[config.mk]
export PLATFORM = sky130hd
export DESIGN_NAME = irq_arbiter
export DESIGN_NICKNAME = d
export VERILOG_FILES = /design/src/rtl/irq_arb_pkg.sv /design/src/rtl/irq_trig_cell.sv /design/src/rtl/irq_prio_sel.sv /design/src/rtl/irq_pin_snap.sv /design/src/rtl/irq_arbiter.sv
export SDC_FILE = /design/constraint.sdc
export NUM_CORES = 1
export LEC_CHECK = 0
export BUFFER_PORTS_ARGS = -buffer_cell sky130_fd_sc_hd__buf_2
export CORE_MARGIN = 2
export CORE_UTILIZATION = 33
export DETAILED_ROUTE_END_ITERATION = 7
export HOLD_SLACK_MARGIN = 0.05
export PLACE_DENSITY = 0.69
export SETUP_SLACK_MARGIN = 0.05
export SYNTH_ARGS = -nofsm -noshare
export SYNTH_HDL_FRONTEND = slang
export SYNTH_SLANG_ARGS = --single-unit
[constraint.sdc]
create_clock -name clk -period 4.1 [get_ports clk]
set_input_delay 1.025 -clock clk [delete_from_list [all_inputs] [get_ports clk]]
set_output_delay 1.025 -clock clk [all_outputs]
set_load 0.03 [all_outputs]
[src/rtl/irq_arb_pkg.sv]
package irq_arb_pkg;

  typedef enum logic [2:0] {
    SRC_NONE = 3'd0,
    SRC_BUS  = 3'd1,
    SRC_NMI  = 3'd2,
    SRC_IRQ0 = 3'd3,
    SRC_IRQ1 = 3'd4,
    SRC_IRQ2 = 3'd5
  } src_e;

  typedef enum logic [1:0] {
    TRIG_LEVEL     = 2'b00,
    TRIG_RISE      = 2'b01,
    TRIG_FALL      = 2'b10,
    TRIG_LEVEL_ALT = 2'b11
  } trig_e;

  // level settings never latch
  function automatic logic is_level(logic [1:0] mode);
    return (mode == TRIG_LEVEL) || (mode == TRIG_LEVEL_ALT);
  endfunction

  // edge of the selected direction between two samples
  function automatic logic edge_hit(logic [1:0] mode, logic prev, logic cur);
    case (mode)
      TRIG_RISE: return ~prev & cur;
      TRIG_FALL: return prev & ~cur;
      default:   return 1'b0;
    endcase
  endfunction

  // fixed priority: bus, non-maskable, request 0, 1, 2
  function automatic src_e pick_src(logic instr, logic mcyc, logic bus,
                                    logic nmi, logic ie, logic r0,
                                    logic r1, logic r2);
    if ((instr || mcyc) && bus) return SRC_BUS;
    if (!instr)                 return SRC_NONE;
    if (nmi)                    return SRC_NMI;
    if (!ie)                    return SRC_NONE;
    if (r0)                     return SRC_IRQ0;
    if (r1)                     return SRC_IRQ1;
    if (r2)                     return SRC_IRQ2;
    return SRC_NONE;
  endfunction

  function automatic logic is_maskable(logic [2:0] s);
    return (s == SRC_IRQ0) || (s == SRC_IRQ1) || (s == SRC_IRQ2);
  endfunction

endpackage

[src/rtl/irq_trig_cell.sv]
module irq_trig_cell
  import irq_arb_pkg::*;
#(
  parameter bit         PROGRAMMABLE = 1'b1,
  parameter logic [1:0] FIXED_MODE   = 2'b10
) (
  input  logic       clk,
  input  logic       rst_n,
  input  logic       pin_n,
  input  logic [1:0] mode,
  input  logic       ack,
  output logic       req
);

  logic [1:0] eff_mode;
  logic       prev_q;
  logic       pend_q;
  logic       hit;
  logic       level_sel;

  assign eff_mode  = PROGRAMMABLE ? mode : FIXED_MODE;
  assign level_sel = is_level(eff_mode);
  assign hit       = edge_hit(eff_mode, prev_q, pin_n);

  always_ff @(posedge clk) begin
    if (!rst_n) begin
      prev_q <= 1'b1;
      pend_q <= 1'b0;
    end else begin
      prev_q <= pin_n;
      if (level_sel) pend_q <= 1'b0;
      else           pend_q <= (pend_q & ~ack) | hit;
    end
  end

  assign req = level_sel ? ~pin_n : pend_q;

endmodule

[src/rtl/irq_prio_sel.sv]
module irq_prio_sel
  import irq_arb_pkg::*;
(
  input  logic       instr_end,
  input  logic       mcyc_end,
  input  logic       bus_req,
  input  logic       nmi_req,
  input  logic       ie,
  input  logic       r0,
  input  logic       r1,
  input  logic       r2,
  output logic [2:0] sel
);

  always_comb begin
    sel = pick_src(instr_end, mcyc_end, bus_req, nmi_req, ie, r0, r1, r2);
  end

endmodule

[src/rtl/irq_pin_snap.sv]
module irq_pin_snap #(
  parameter int STAT_W   = 8,
  parameter int LVL1_BIT = 6,
  parameter int LVL2_BIT = 7
) (
  input  logic              clk,
  input  logic              rst_n,
  input  logic              lvl1,
  input  logic              lvl2,
  output logic [STAT_W-1:0] status
);

  localparam logic [STAT_W-1:0] IDLE_VAL =
    (STAT_W'(1) << LVL1_BIT) | (STAT_W'(1) << LVL2_BIT);

  always_ff @(posedge clk) begin
    if (!rst_n) begin
      status <= IDLE_VAL;
    end else begin
      status           <= '0;
      status[LVL1_BIT] <= lvl1;
      status[LVL2_BIT] <= lvl2;
    end
  end

endmodule

[src/rtl/irq_arbiter.sv]
module irq_arbiter
  import irq_arb_pkg::*;
#(
  parameter int              VEC_W    = 16,
  parameter logic [VEC_W-1:0] NMI_VEC = 16'h0066,
  parameter int              STAT_W   = 8,
  parameter int              LVL1_BIT = 6,
  parameter int              LVL2_BIT = 7
) (
  input  logic              clk,
  input  logic              rst_n,
  input  logic              nmi_n,
  input  logic              busreq_n,
  input  logic              irq0_n,
  input  logic              irq1_n,
  input  logic              irq2_n,
  input  logic [1:0]        irq1_mode,
  input  logic [1:0]        irq2_mode,
  input  logic              ie_set,
  input  logic              ie_clr,
  input  logic              instr_end,
  input  logic              mcyc_end,
  output logic              grant_valid,
  output logic [2:0]        grant_src,
  output logic              ack_m1,
  output logic              ack_iorq,
  output logic [VEC_W-1:0]  vector,
  output logic              ie,
  output logic [STAT_W-1:0] pin_status
);

  localparam int NUM_PROG = 2;

  // named internal events
  logic                     nmi_req;
  logic                     nmi_ack;
  logic [2:0]               sel;
  logic                     take;
  logic                     mask_take;
  logic [NUM_PROG-1:0]      prog_pin_n;
  logic [NUM_PROG-1:0][1:0] prog_mode;
  logic [NUM_PROG-1:0]      prog_req;
  logic [NUM_PROG-1:0]      prog_ack;
  logic                     ie_q;

  assign prog_pin_n = {irq2_n, irq1_n};
  assign prog_mode  = {irq2_mode, irq1_mode};

  irq_trig_cell #(
    .PROGRAMMABLE (1'b0),
    .FIXED_MODE   (TRIG_FALL)
  ) u_nmi (
    .clk   (clk),
    .rst_n (rst_n),
    .pin_n (nmi_n),
    .mode  (2'b00),
    .ack   (nmi_ack),
    .req   (nmi_req)
  );

  for (genvar g = 0; g < NUM_PROG; g++) begin : g_prog
    irq_trig_cell #(
      .PROGRAMMABLE (1'b1),
      .FIXED_MODE   (TRIG_LEVEL)
    ) u_cell (
      .clk   (clk),
      .rst_n (rst_n),
      .pin_n (prog_pin_n[g]),
      .mode  (prog_mode[g]),
      .ack   (prog_ack[g]),
      .req   (prog_req[g])
    );
  end

  irq_prio_sel u_sel (
    .instr_end (instr_end),
    .mcyc_end  (mcyc_end),
    .bus_req   (~busreq_n),
    .nmi_req   (nmi_req),
    .ie        (ie_q),
    .r0        (~irq0_n),
    .r1        (prog_req[0]),
    .r2        (prog_req[1]),
    .sel       (sel)
  );

  assign take        = (sel != SRC_NONE);
  assign mask_take   = is_maskable(sel);
  assign nmi_ack     = (sel == SRC_NMI);
  assign prog_ack[0] = (sel == SRC_IRQ1);
  assign prog_ack[1] = (sel == SRC_IRQ2);

  always_ff @(posedge clk) begin
    if (!rst_n) begin
      grant_valid <= 1'b0;
      grant_src   <= SRC_NONE;
      ack_m1      <= 1'b0;
      ack_iorq    <= 1'b0;
      vector      <= '0;
    end else begin
      grant_valid <= take;
      grant_src   <= sel;
      ack_m1      <= (sel == SRC_IRQ0);
      ack_iorq    <= (sel == SRC_IRQ0);
      vector      <= nmi_ack ? NMI_VEC : '0;
    end
  end

  always_ff @(posedge clk) begin
    if (!rst_n)                 ie_q <= 1'b0;
    else if (mask_take || ie_clr) ie_q <= 1'b0;
    else if (ie_set)            ie_q <= 1'b1;
  end

  assign ie = ie_q;

  irq_pin_snap #(
    .STAT_W   (STAT_W),
    .LVL1_BIT (LVL1_BIT),
    .LVL2_BIT (LVL2_BIT)
  ) u_snap (
    .clk    (clk),
    .rst_n  (rst_n),
    .lvl1   (irq1_n),
    .lvl2   (irq2_n),
    .status (pin_status)
  );

endmodule

Word level (Yosys, flattened, before mapping)
Cells that the tools add are included.

storage, ports and cells
  register bits = 36
  input bits = 15
  output and inout bits = 31
  word-level logic and storage cells = 107

cells by class
  equality and inequality tests = 10
  mux-type cells = 50
  bitwise logic cells = 21
  reduce and logical (&&, ||, !) cells = 13

operators with widths
  operator                                       number
  2-to-1 mux 3 bit                               17
  2-to-1 mux 1 bit                               30
  NOT 1 bit                                      10
  AND 1 bit                                      8
  == test 2 bit, second input constant           4
  2-to-1 mux 7 bit                               1
  == test 3 x 2 -> 1 bit, second input constant  2
  == test 3 bit, second input constant           2
  logical OR 1 bit                               6
  OR reduction 2 bit                             3
  == test 2 x 1 -> 1 bit, second input constant  2
  zero test 2 bit                                2
  one-hot mux 1 bit (2 select lines)             2
  OR 1 bit                                       3
  nonzero test 3 bit                             1
  logical AND 1 bit                              1

Depth between registers and ports, before layout
Gate-level depths: netlist of the first run.

  word-level depth = 36
  gate-level depth with buffers = 6
  gate-level depth less buffers = 6

Modules after synthesis
A second synthesis of the first run with hierarchy kept.

unflattened totals
  cell total of the unflattened synthesis = 97
  area, all modules = 854.6 µm²

by module, submodules not included
  module                                times used  cells each  area each (µm²)  sequential area each (µm²)
  irq_arbiter                           1           41          377.9            140.1
  irq_trig_cell (g_prog[0].u_cell ...)  2           14          121.4            40.0
  irq_pin_snap                          1           11          101.3            40.0
  irq_trig_cell (u_nmi)                 1           6           70.1             40.0
  irq_prio_sel                          1           11          62.6             0.0

Least setup slack after synthesis of the first run
No wires, ideal clock.

  path kind = input to register
  start = input port irq2_mode[0]
  end = register grant_valid
  library setup time = 0.120 ns
  arrival time = 2.074 ns
  required time = 3.980 ns
  path slack = 1.906 ns
  stages on the path = 6
  path buffers = 0
  cell sequence = inv_1 -> ha_1 -> nor2_1 -> a21oi_1 -> a31o_1 -> o31a_1

between the ends
  longest elaborated chain between the ends = 18
  elaborated cells between the ends (all ways) = 20
  those cells by class = 1 x eq/ne; 16 x mux; 3 x reduce/logical

RTL lines
  item                                                     line                 RTL
  start, declared                                          irq_arbiter.sv:18    input logic [1:0] irq2_mode,
  == test 2 bit / zero test 2 bit (equally long branches)  irq_arb_pkg.sv:21    return (mode == TRIG_LEVEL) || (mode == TRIG_LEVEL_ALT);
  logical OR 1 bit (*)                                     irq_arb_pkg.sv:21
  2-to-1 mux 1 bit (*)                                     irq_trig_cell.sv:36  assign req = level_sel ? ~pin_n : pend_q;
  2-to-1 mux 1 bit (2 in a row)                            irq_arb_pkg.sv:43    if (r2) return SRC_IRQ2;
  2-to-1 mux 1 bit                                         irq_arb_pkg.sv:42    if (r1) return SRC_IRQ1;
  2-to-1 mux 1 bit                                         irq_arb_pkg.sv:41    if (r0) return SRC_IRQ0;
  2-to-1 mux 1 bit                                         irq_arb_pkg.sv:40    if (!ie) return SRC_NONE;
  2-to-1 mux 1 bit                                         irq_arb_pkg.sv:39    if (nmi) return SRC_NMI;
  2-to-1 mux 1 bit                                         irq_arb_pkg.sv:38    if (!instr) return SRC_NONE;
  2-to-1 mux 3 bit (*)                                     irq_arb_pkg.sv:44    return SRC_NONE;
  2-to-1 mux 3 bit (*)                                     irq_arb_pkg.sv:43
  2-to-1 mux 3 bit (*)                                     irq_arb_pkg.sv:42
  2-to-1 mux 3 bit (*)                                     irq_arb_pkg.sv:41
  2-to-1 mux 3 bit (*)                                     irq_arb_pkg.sv:40
  2-to-1 mux 3 bit (*)                                     irq_arb_pkg.sv:39
  2-to-1 mux 3 bit (*)                                     irq_arb_pkg.sv:38
  nonzero test 3 bit (*)                                   irq_arbiter.sv:87    assign take = (sel != SRC_NONE);
  end signal, assigned                                     irq_arbiter.sv:101   grant_valid <= take;
  end, declared                                            irq_arbiter.sv:23    output logic grant_valid,

Mark *: on every way between the ends. The rest lies on a longest branch, timed or not. The select of a mux whose other input is x is not followed.
A chain may end at the register's enable or synchronous reset.

Worst setup path in the final report of the first run
  start = input port irq1_mode[0]
  end = register grant_valid

between the ends
  longest elaborated chain between the ends = 16
  elaborated cells between the ends (all ways) = 20
  those cells by class = 1 x eq/ne; 16 x mux; 3 x reduce/logical

RTL lines
  item                                                     line                 RTL
  start, declared                                          irq_arbiter.sv:17    input logic [1:0] irq1_mode,
  == test 2 bit / zero test 2 bit (equally long branches)  irq_arb_pkg.sv:21
  logical OR 1 bit (*)                                     irq_arb_pkg.sv:21
  2-to-1 mux 1 bit (*)                                     irq_trig_cell.sv:36
  2-to-1 mux 1 bit (2 in a row)                            irq_arb_pkg.sv:42
  2-to-1 mux 1 bit                                         irq_arb_pkg.sv:41
  2-to-1 mux 1 bit                                         irq_arb_pkg.sv:40
  2-to-1 mux 1 bit                                         irq_arb_pkg.sv:39
  2-to-1 mux 1 bit                                         irq_arb_pkg.sv:38
  2-to-1 mux 3 bit (*)                                     irq_arb_pkg.sv:43
  2-to-1 mux 3 bit (*)                                     irq_arb_pkg.sv:42
  2-to-1 mux 3 bit (*)                                     irq_arb_pkg.sv:41
  2-to-1 mux 3 bit (*)                                     irq_arb_pkg.sv:40
  2-to-1 mux 3 bit (*)                                     irq_arb_pkg.sv:39
  2-to-1 mux 3 bit (*)                                     irq_arb_pkg.sv:38
  nonzero test 3 bit (*)                                   irq_arbiter.sv:87

Marked as above.

==> results of run 1 <==
==> flip-flops by register name, indices dropped and copies added, names as in the netlist <==
register and cells:
g_prog.u_cell.pend_q 2, u_snap.status 2, u_nmi.prev_q 1, grant_src 3, ack_iorq 1, grant_valid 1
u_nmi.req 1, ie 1, vector 1
==> worst max-delay path: stages <==
cell,delay (ps)
buf_2,90
inv_1,40
ha_1,300
mux2i_1,190
a31o_1,310
o31a_1,310
==> per-layer routing <==
layer	wire length, microns	track usage	share of wire	vias to the layer above
li1	-	-	-	312
met1	566	0.1267	0.43	264
met2	613	0.1792	0.46	32
met3	142	0.04237	0.11	0
met4	0	0.01282	0	0
met5	0	0	0	-
==> area by class of cell <==
type,count,area [sq um],share of cell area
clock buffers,4,26.28,0.03022
well taps,28,35.03,0.04029
inverters,10,37.54,0.04317
repair buffers,27,135.1,0.1554
multi-input cells,63,375.4,0.4317
flip-flops and latches,13,260.3,0.2993
==> layout by cell type (no fill, tap or decap) <==
cell type,count
clkbuf_1,1
nor2_1,5
o21ai_0,2
o31a_1,1
o211ai_1,1
and3_1,1
a31o_1,1
buf_2,27
mux2i_1,1
conb_1,18
dfxtp_1,13
clkbuf_4,3
a21oi_2,1
inv_1,9
nand2_1,4
or2b_1,1
and2_1,2
o2bb2ai_1,1
or4_4,1
nand2b_1,3
a311oi_1,1
a21o_1,1
a21oi_1,4
and3b_1,1
a211oi_1,2
nor2b_1,3
ha_1,4
nor3_1,1
a31oi_1,1
nand3b_1,1
clkinv_1,1
nor3b_1,1
==> cell families after synthesis <==
kind of cell,share of synthesized area
muxes,0.01262
buffers and inverters,0.2792
DFF,0.3281
and+or+nand+nor,0.1735
other,0.004727
AOI/OAI and AO/OA,0.1388
adders and majority gates,0.06309
==> stage by stage <==
step | hold slack, ps | area [sq um] | cells
5_1_grt | 568.7 | 869.6 | 145
3_5_place_dp | 541.6 | 843.3 | 141
2_1_floorplan | 502.8 | 857.1 | 111
3_3_place_gp | 532.6 | 843.3 | 141
4_1_cts | 555.0 | 869.6 | 145
6_report | 554.6 | 869.6 | 145
==> worst max path at each step <==
stage | to | slack, ps | from
6_report | grant_valid | 1990 | irq1_mode[0]
5_1_grt | ie | 1930 | irq1_mode[0]
4_1_cts | grant_valid | 2000 | irq1_mode[0]
3_5_place_dp | grant_valid | 1710 | irq1_mode[0]
3_3_place_gp | grant_valid | 1750 | irq1_mode[0]
2_1_floorplan | grant_valid | 1910 | irq2_mode[0]
==> power groups by stage <==
stage                     combinational [W]  sequential [W]  clock [W]
final                             0.0000678        0.000135  0.0000752
after global routing              0.0000744        0.000135  0.0000879
after CTS                         0.0000680        0.000134  0.0000792
after detailed placement          0.0000679        0.000137          0
after global placement            0.0000665        0.000137          0
after floorplan                   0.0000624        0.000142          0
==> key figures, run 1 <==
Routing
  – Drt first pass iters: 2
  – DRC errors left: 0
  – Via count: 608
  – Detail Route Antenna Nets: 0
  – Drt wl/cell: 9.117 microns
  – Iteration-0 DRC count of the detailed router: 3
  – Vias per std cell: 4.193
  – Final wirelength: 1322 microns

STA
  – RSZ-0062 raised after global routing: no
  – Fmax achieved: 474.0 MHz
  – Setup Viol. Count Final: 0
  – Number of hold violations in the final report: 0
  – Slew Viols, Final: 0
  – Final critical-path required period: 2110 ps
  – Period utilization: 0.5146
  – Fin Setup TNS: 0 ps
  – Fin Clk Skew: 6.813 ps
  – Final worst setup slack: 1990 ps

Worst setup path
  – WP data required: 4260 ps
  – Critical path type: in2reg
  – CP Capture Type: flop
  – R2r startpoint: u_nmi.req
  – Crit Path Max Fanout: 5
  – R2R cell count: 4
  – Startpoint Class: primary input
  – R2R Path End: grant_valid
  – Critical path arrival: 2270 ps
  – R2r setup slk: 2650 ps

Pwr
  – Switching fraction of total power: 0.3234
  – Psw: 0.00008975 W
  – Sequential Power Share: 0.485
  – Overall power: 0.0002775 W
  – Logic pwr share: 0.244
  – Peak supply drop: 0.2322 mV
  – Clk pwr share: 0.271
  – Leak pwr: 0.4672 nW
  – PwrDens: 319.1 nW/um^2
  – Pint: 0.0001878 W

Clocking
  – Clock Path Buffers: 2
  – Clock transition at the registers of the reported paths: 80 ps
  – Resized cells post-CTS: 0
  – Num CTS Buffers: 3
  – CTS root buffer: clkbuf_4
  – Post-CTS Setup Inserts: 0
  – CTS Hold Bufs: 0
  – H-tree levels: 1
  – Clock tree from TritonCTS: done
  – Clk Latency, worst-skew pair: 270 ps
  – Sink Count: 13

Final layout
  – N_diodes: 0
  – Final net count: 137
  – Area delta synth->final: 9.621%
  – # fillers: 233
  – Share of layout cells above drive strength 1: 0.2735
  – Final core utilization: 0.3894

Logic synthesis
  – Top FF cell, synth: dfxtp_1
  – Post-Syn Area: 793.3 sq um
  – Top cells by count, synth: 24 x buf_4, 13 x dfxtp_1, 9 x inv_1, 5 x nor2_1
  – Main area contributors after synthesis: dfxtp_1 33%, buf_4 23%, ha_1 6.3%
  – Syn Area/Cell: 8.439 sq um
  – Sequential element share of the synthesized area: 0.3281
  – Top cell type by total area after synthesis: dfxtp_1
  – Yosys warns: 0
  – Yosys reg bits: 13
  – Gate Count Post-Synth: 94
  – Most common cell in the netlist: buf_4
  – Synth async-reset ratio: 0
  – Post-synth EDFFs: 0
  – Distinct cells, synth: 31
  – Yosys top cell area share: 0.3281

Run
  – Max Cap Viol: 0

Global route
  – Initial antenna violation count: 0
  – Vias in the first global route: 537
  – Total track usage: 0.1051
  – Largest net degree at the start of global routing: 12
  – First-pass GRT wire length: 2194 microns
  – Total grt overflow: 0

Outcome
  – Outcome: completed

Min path
  – HP Class: reg2reg
  – Hold path startpoint: u_nmi.req
  – Hold EP: u_nmi.req
  – Worst hold stages: 2

Placed design
  – Gpl congestion: 0.7649
  – Place WS: 1710 ps
  – IO buf count: 27
  – Post-DP HPWL: 1122 microns

Floorplan
  – Chip Width: 53.03 microns
  – Die area: 2812 sq um
  – Core outline area: 2233 sq um
  – Die Y: 53.03 microns
  – Initial Util: 0.3552
  – # IOs: 46
  – Row count: 17
No activity file was read; power rests on OpenSTA's default activity.
==> run 2: changes to the inputs <==
--- a/config.mk
+++ b/config.mk
@@ -5,6 +5,7 @@
 export SDC_FILE = /design/constraint.sdc
 export NUM_CORES = 1
 export LEC_CHECK = 0
+export ABC_AREA = 1
 export BUFFER_PORTS_ARGS = -buffer_cell sky130_fd_sc_hd__buf_2
 export CORE_MARGIN = 2
 export CORE_UTILIZATION = 33
==> constraint.sdc (replaced) <==
create_clock -name clk -period 2.03 [get_ports clk]
set_input_delay 0.5075 -clock clk [delete_from_list [all_inputs] [get_ports clk]]
set_output_delay 0.5075 -clock clk [all_outputs]
set_load 0.03 [all_outputs]
==> run 2 against run 1 <==
  * Count of clock-buffer cells in the layout stayed put
  * Die area is 1.3% higher
  * Sequential share of layout area is 0.51 points lower
  * Wire length is 3.0% lower
  * Via count is 8.2% higher
==> key figures, run 2 <==
Outcome
  – Outcome: completed

Routing
  – Detail Route Antenna Nets: 0
  – Via count: 658
  – Iteration-0 DRC count of the detailed router: 7
  – DRC errors left: 0
  – Drt wl/cell: 8.013 microns
  – Vias per std cell: 4.113
  – Drt first pass iters: 4
  – Final wirelength: 1282 microns

Final layout
  – Most common cell after layout, fill and taps aside: buf_2
  – Finished Layout Cells: 160
  – Share of layout cells above drive strength 1: 0.3106
  – Final core utilization: 0.3923
  – Most frequent cells in the layout: 27 x buf_2, 18 x conb_1, 16 x inv_1
  – Final net count: 152
  – Top reg by flops: grant_src
  – Top flop regs: grant_src x3, g_prog.u_cell.pend_q x2, u_snap.status x2
  – Max reg flops: 3
  – Area delta synth->final: 9.953%
  – N_diodes: 0

Worst setup path
  – CP Capture Type: flop
  – Startpoint Class: primary input
  – Crit Path Max Fanout: 4
  – Slowest cell delay on critical path: 310 ps
  – Critical path type: in2reg
  – CP most frequent cell: nand2_2
  – R2r setup slk: 950 ps
  – Slowest stage cell on the critical path: ha_1
  – WP data required: 2210 ps
  – CP Cell Sequence: buf_2, inv_1, ha_1, o21ai_1, nand2_1, nand2_1, nand2_2, nand2_2, nand2_2, nand3_1, inv_1
  – Critical path arrival: 1630 ps

STA
  – Period utilization: 0.7143
  – Number of hold violations in the final report: 0
  – Fmax achieved: 689.7 MHz
  – Fin Setup TNS: 0 ps
  – Final worst setup slack: 580.1 ps
  – Fin Clk Skew: 1.189 ps
  – RSZ-0062 raised after global routing: no
  – Slew Viols, Final: 0
  – Final critical-path required period: 1450 ps
  – Setup Viol. Count Final: 0

Pwr
  – PwrDens: 649.7 nW/um^2
  – Peak supply drop: 0.2621 mV
  – Leak pwr: 0.5081 nW

Clocking
  – Resized cells post-CTS: 0
  – Post-CTS Setup Inserts: 0
  – H-tree levels: 1
  – CTS Hold Bufs: 0
  – Clock tree from TritonCTS: done
  – Clock transition at the registers of the reported paths: 80 ps
  – CTS root buffer: clkbuf_4
  – Num CTS Buffers: 3
  – Clock Path Buffers: 2
  – Sink Count: 13
  – Clk Latency, worst-skew pair: 280 ps

Floorplan
  – Die area: 2849 sq um
  – Initial Util: 0.3568
  – Chip Width: 53.38 microns
  – Row count: 17
  – # IOs: 46
  – Die Y: 53.38 microns
  – Core outline area: 2255 sq um

Min path
  – HP Class: in2reg

Logic synthesis
  – Most common cell in the netlist: buf_4
  – Yosys warns: 0
  – Synth async-reset ratio: 0
  – Post-synth EDFFs: 0
  – Yosys top cell area share: 0.3235
  – Top cells by count, synth: 24 x buf_4, 16 x inv_1, 15 x nand2_1, 13 x dfxtp_1, 5 x nor2_1
  – Sequential element share of the synthesized area: 0.3235
  – Distinct cells, synth: 21
  – Gate Count Post-Synth: 108
  – Syn Area/Cell: 7.449 sq um
  – Yosys reg bits: 13
  – Top cell type by total area after synthesis: dfxtp_1
  – Main area contributors after synthesis: dfxtp_1 32%, buf_4 22%, inv_1 7.5%
  – Top FF cell, synth: dfxtp_1
  – Post-Syn Area: 804.5 sq um

Placed design
  – Post-DP HPWL: 1112 microns
  – IO buf count: 27
  – Cell total after placement: 156
  – Place WS: 284.3 ps
  – Gpl congestion: 0.8400

Global route
  – Initial antenna violation count: 0
  – First-pass GRT wire length: 1945 microns
  – Total grt overflow: 0
  – Largest net degree at the start of global routing: 9
  – Vias in the first global route: 511
  – Total track usage: 0.09501

Run
  – Max Cap Viol: 0
-- run 2: kinds of logic (layout without fill, tap and decap cells) --
family | count (synthesis) | in the layout | share of synthesized area
AOI/OAI and AO/OA | 11 | 11 | 0.07464
buffers and inverters | 43 | 50 | 0.3126
adders and majority gates | 4 | 4 | 0.06221
and+or+nand+nor | 36 | 36 | 0.2224
other | 1 | 18 | 0.004661
DFF | 13 | 13 | 0.3235
-- run 2: critical path, delay by kind of cell --
kind            cells  cell delay, ps
compound gates      1             210
fa+ha+maj           1             310
buf+inv             3             170
simple gates        6             440
-- run 2: cell type report --
type,count,area (sq um)
fillers,251,1370
repair buffers,27,135.1
multi-input cells,69,356.6
inverters,19,71.32
flip-flops and latches,13,260.3
clock buffers,4,26.28
well taps,28,35.03
-- run 2: final timing paths --
| check | start | to | cells past startpoint |
|---|---|---|---|
| max | irq1_mode[0] | ie | 11 |
| min | nmi_n | u_nmi.prev_q | 3 |
| max reg2reg | ie | g_prog[1].u_cell.pend_q | 5 |
| min reg2reg | g_prog[0].u_cell.pend_q | g_prog[0].u_cell.pend_q | 2 |
-- run 2: through the flow --
step | cell area, sq um | hold WS [ps] | total power (W)
floorplan | 868.3 | 434.8 | 0.0004172
global placement | 858.3 | 448.5 | 0.0004172
detailed placement | 858.3 | 452.5 | 0.0004205
CTS | 884.6 | 411.7 | 0.0005812
global route | 884.6 | 428.5 | 0.0006042
finish | 884.6 | 411.0 | 0.0005747
-- run 2: routing by layer --
layer,up-vias,part of all wire,global-route usage
met1,283,0.36,0.08659
met3,5,0.10,0.01695
met5,-,0,0
met2,35,0.51,0.1852
li1,335,-,-
met4,0,0.024,0.06410
-- run 2: where the power goes --
part / internal (W) / total (W) / switching (W)
combinational: 0.0000360 / 0.000142 / 0.000106
clock: 0.0000763 / 0.000161 / 0.0000846
sequential: 0.000267 / 0.000272 / 0.00000562
total: 0.000379 / 0.000575 / 0.000196
==> run 3: changes to the inputs <==
==> constraint.sdc (replaced) <==
create_clock -name clk -period 1.4 [get_ports clk]
set_input_delay 0.35 -clock clk [delete_from_list [all_inputs] [get_ports clk]]
set_output_delay 0.35 -clock clk [all_outputs]
set_load 0.03 [all_outputs]
==> run 3 against run 2 <==
  * Core utilization grew 1.1 points
  * Via count shrank 0.76%
  * Combinational power grew 51%
  * Hold slack lost 160 ps
  * Global-route usage grew 0.11 points
  * Die area is the same
  * Register-to-register slack lost 660 ps
  * Critical path type unchanged
  * Non-clock buffer count grew 1
  * Critical path depth is the same
  * First-iteration DRC count grew 43%
  * Cell count grew 0.63%
  * Wire length grew 3.4%
==> key figures, run 3 (synthesized netlist as in run 2, its figures left out) <==
Clocking
  – Post-CTS Setup Inserts: 0
  – Clk Latency, worst-skew pair: 280 ps
  – Clock transition at the registers of the reported paths: 70 ps
  – H-tree levels: 1
  – Clock Path Buffers: 2
  – Resized cells post-CTS: 0
  – Sink Count: 13
  – Num CTS Buffers: 3
  – Clock tree from TritonCTS: done
  – CTS root buffer: clkbuf_4
  – CTS Hold Bufs: 0

Global route
  – Initial antenna violation count: 0
  – Vias in the first global route: 496
  – Total grt overflow: 0
  – Largest net degree at the start of global routing: 9
  – Total track usage: 0.09613
  – First-pass GRT wire length: 1883 microns

Placed design
  – DP Area: 865.8 sq um
  – IO buf count: 27
  – Gpl congestion: 0.8408
  – Place WS: -159.5 ps
  – Post-DP HPWL: 1132 microns

Routing
  – Drt wl/cell: 8.236 microns
  – Vias per std cell: 4.056
  – DRC errors left: 0
  – Via count: 653
  – Iteration-0 DRC count of the detailed router: 10
  – Drt first pass iters: 4
  – Final wirelength: 1326 microns
  – Detail Route Antenna Nets: 0

Floorplan
  – # IOs: 46
  – Die Y: 53.38 microns
  – Chip Width: 53.38 microns
  – Row count: 17
  – Die area: 2849 sq um
  – Initial Util: 0.3568
  – Core outline area: 2255 sq um

Final layout
  – # fillers: 256
  – Final net count: 153
  – Storage cell area: 260.3 sq um
  – Max reg flops: 3
  – Area occupied by multi-input gates: 372.9 sq um
  – N_diodes: 0
  – Share of layout cells above drive strength 1: 0.3308
  – Most common cell after layout, fill and taps aside: buf_2
  – Area delta synth->final: 12.91%
  – Top reg by flops: grant_src
  – Top flop regs: grant_src x3, g_prog.u_cell.pend_q x2, u_snap.status x2
  – Post-route cell area: 908.4 sq um
  – Most frequent cells in the layout: 27 x buf_2, 18 x conb_1, 16 x inv_1

Worst setup path
  – CP Capture Type: flop
  – Crit Path Max Fanout: 4
  – WP data required: 1580 ps
  – Startpoint Class: primary input
  – Critical path arrival: 1420 ps
  – Critical path type: in2reg

STA
  – Fin Clk Skew: 2.024 ps
  – Hold_ws: 255.6 ps
  – Fmax achieved: 808.5 MHz
  – Final worst setup slack: 163.2 ps
  – Slew Viols, Final: 0
  – Setup Viol. Count Final: 0
  – Final critical-path required period: 1237 ps
  – RSZ-0062 raised after global routing: no
  – Number of hold violations in the final report: 0
  – Period utilization: 0.8835

Min path
  – HP Class: in2reg

Outcome
  – Outcome: completed

Pwr
  – PwrDens: 930.4 nW/um^2
  – Leak pwr: 0.5141 nW
  – Peak supply drop: 0.3484 mV

Run
  – Max Cap Viol: 0
run 3: changes by cell type in the layout (fill, tap and decap cells not counted), sizes merged:
cell | previous run | this run
buf | 27 | 28
run 3: final cells by class:
cell class,instances,share of cell area
multi-input combinational,69,0.4105
inverter,19,0.07851
clock buffer,4,0.02893
tap,28,0.03857
sequential,13,0.2865
timing repair buffer,28,0.1570
run 3: power by group:
part | leakage [nW] | switching, W | internal (W) | total [W]
clock network | 0.0150 | 0.000125 | 0.000111 | 0.000236
logic | 0.392 | 0.000156 | 0.0000583 | 0.000214
registers | 0.107 | 0.00000870 | 0.000386 | 0.000395
total | 0.514 | 0.000290 | 0.000556 | 0.000845
run 3: worst paths after layout:
path,startpoint,endpoint,slack (ps),cells after the start
max reg2reg,ie,g_prog[1].u_cell.pend_q,290,5
min,nmi_n,u_nmi.prev_q,260,3
max,irq1_mode[0],ie,160,11
min reg2reg,u_nmi.prev_q,u_nmi.req,470,2
run 3: through the flow:
step	TNS, ps	power [W]	std cells	utilization
floorplan	0	0.0006049	125	-
global placement	-654.2	0.0006070	157	0.3840
detailed placement	-874.6	0.0006122	157	0.3840
CTS	0	0.0008440	161	0.3957
global route	0	0.0008845	161	0.4029
finish	0	0.0008452	161	0.4029
run 3: layer usage:
layer | global-route usage | part of all wire | vias to the layer above
li1 | - | - | 340
met1 | 0.08983 | 0.37 | 275
met2 | 0.1790 | 0.50 | 33
met3 | 0.01695 | 0.092 | 5
met4 | 0.07692 | 0.030 | 0
met5 | 0 | 0 | -
run 3: worst max-delay path, cell delays in order:
cell and delay [ps]:
buf_2 90, inv_1 40, ha_1 320, o21ai_2 160
nand2_1 70, nand2_1 70, nand2_2 70, nand2_2 90
nand2_2 60, nand3_1 60, inv_1 40
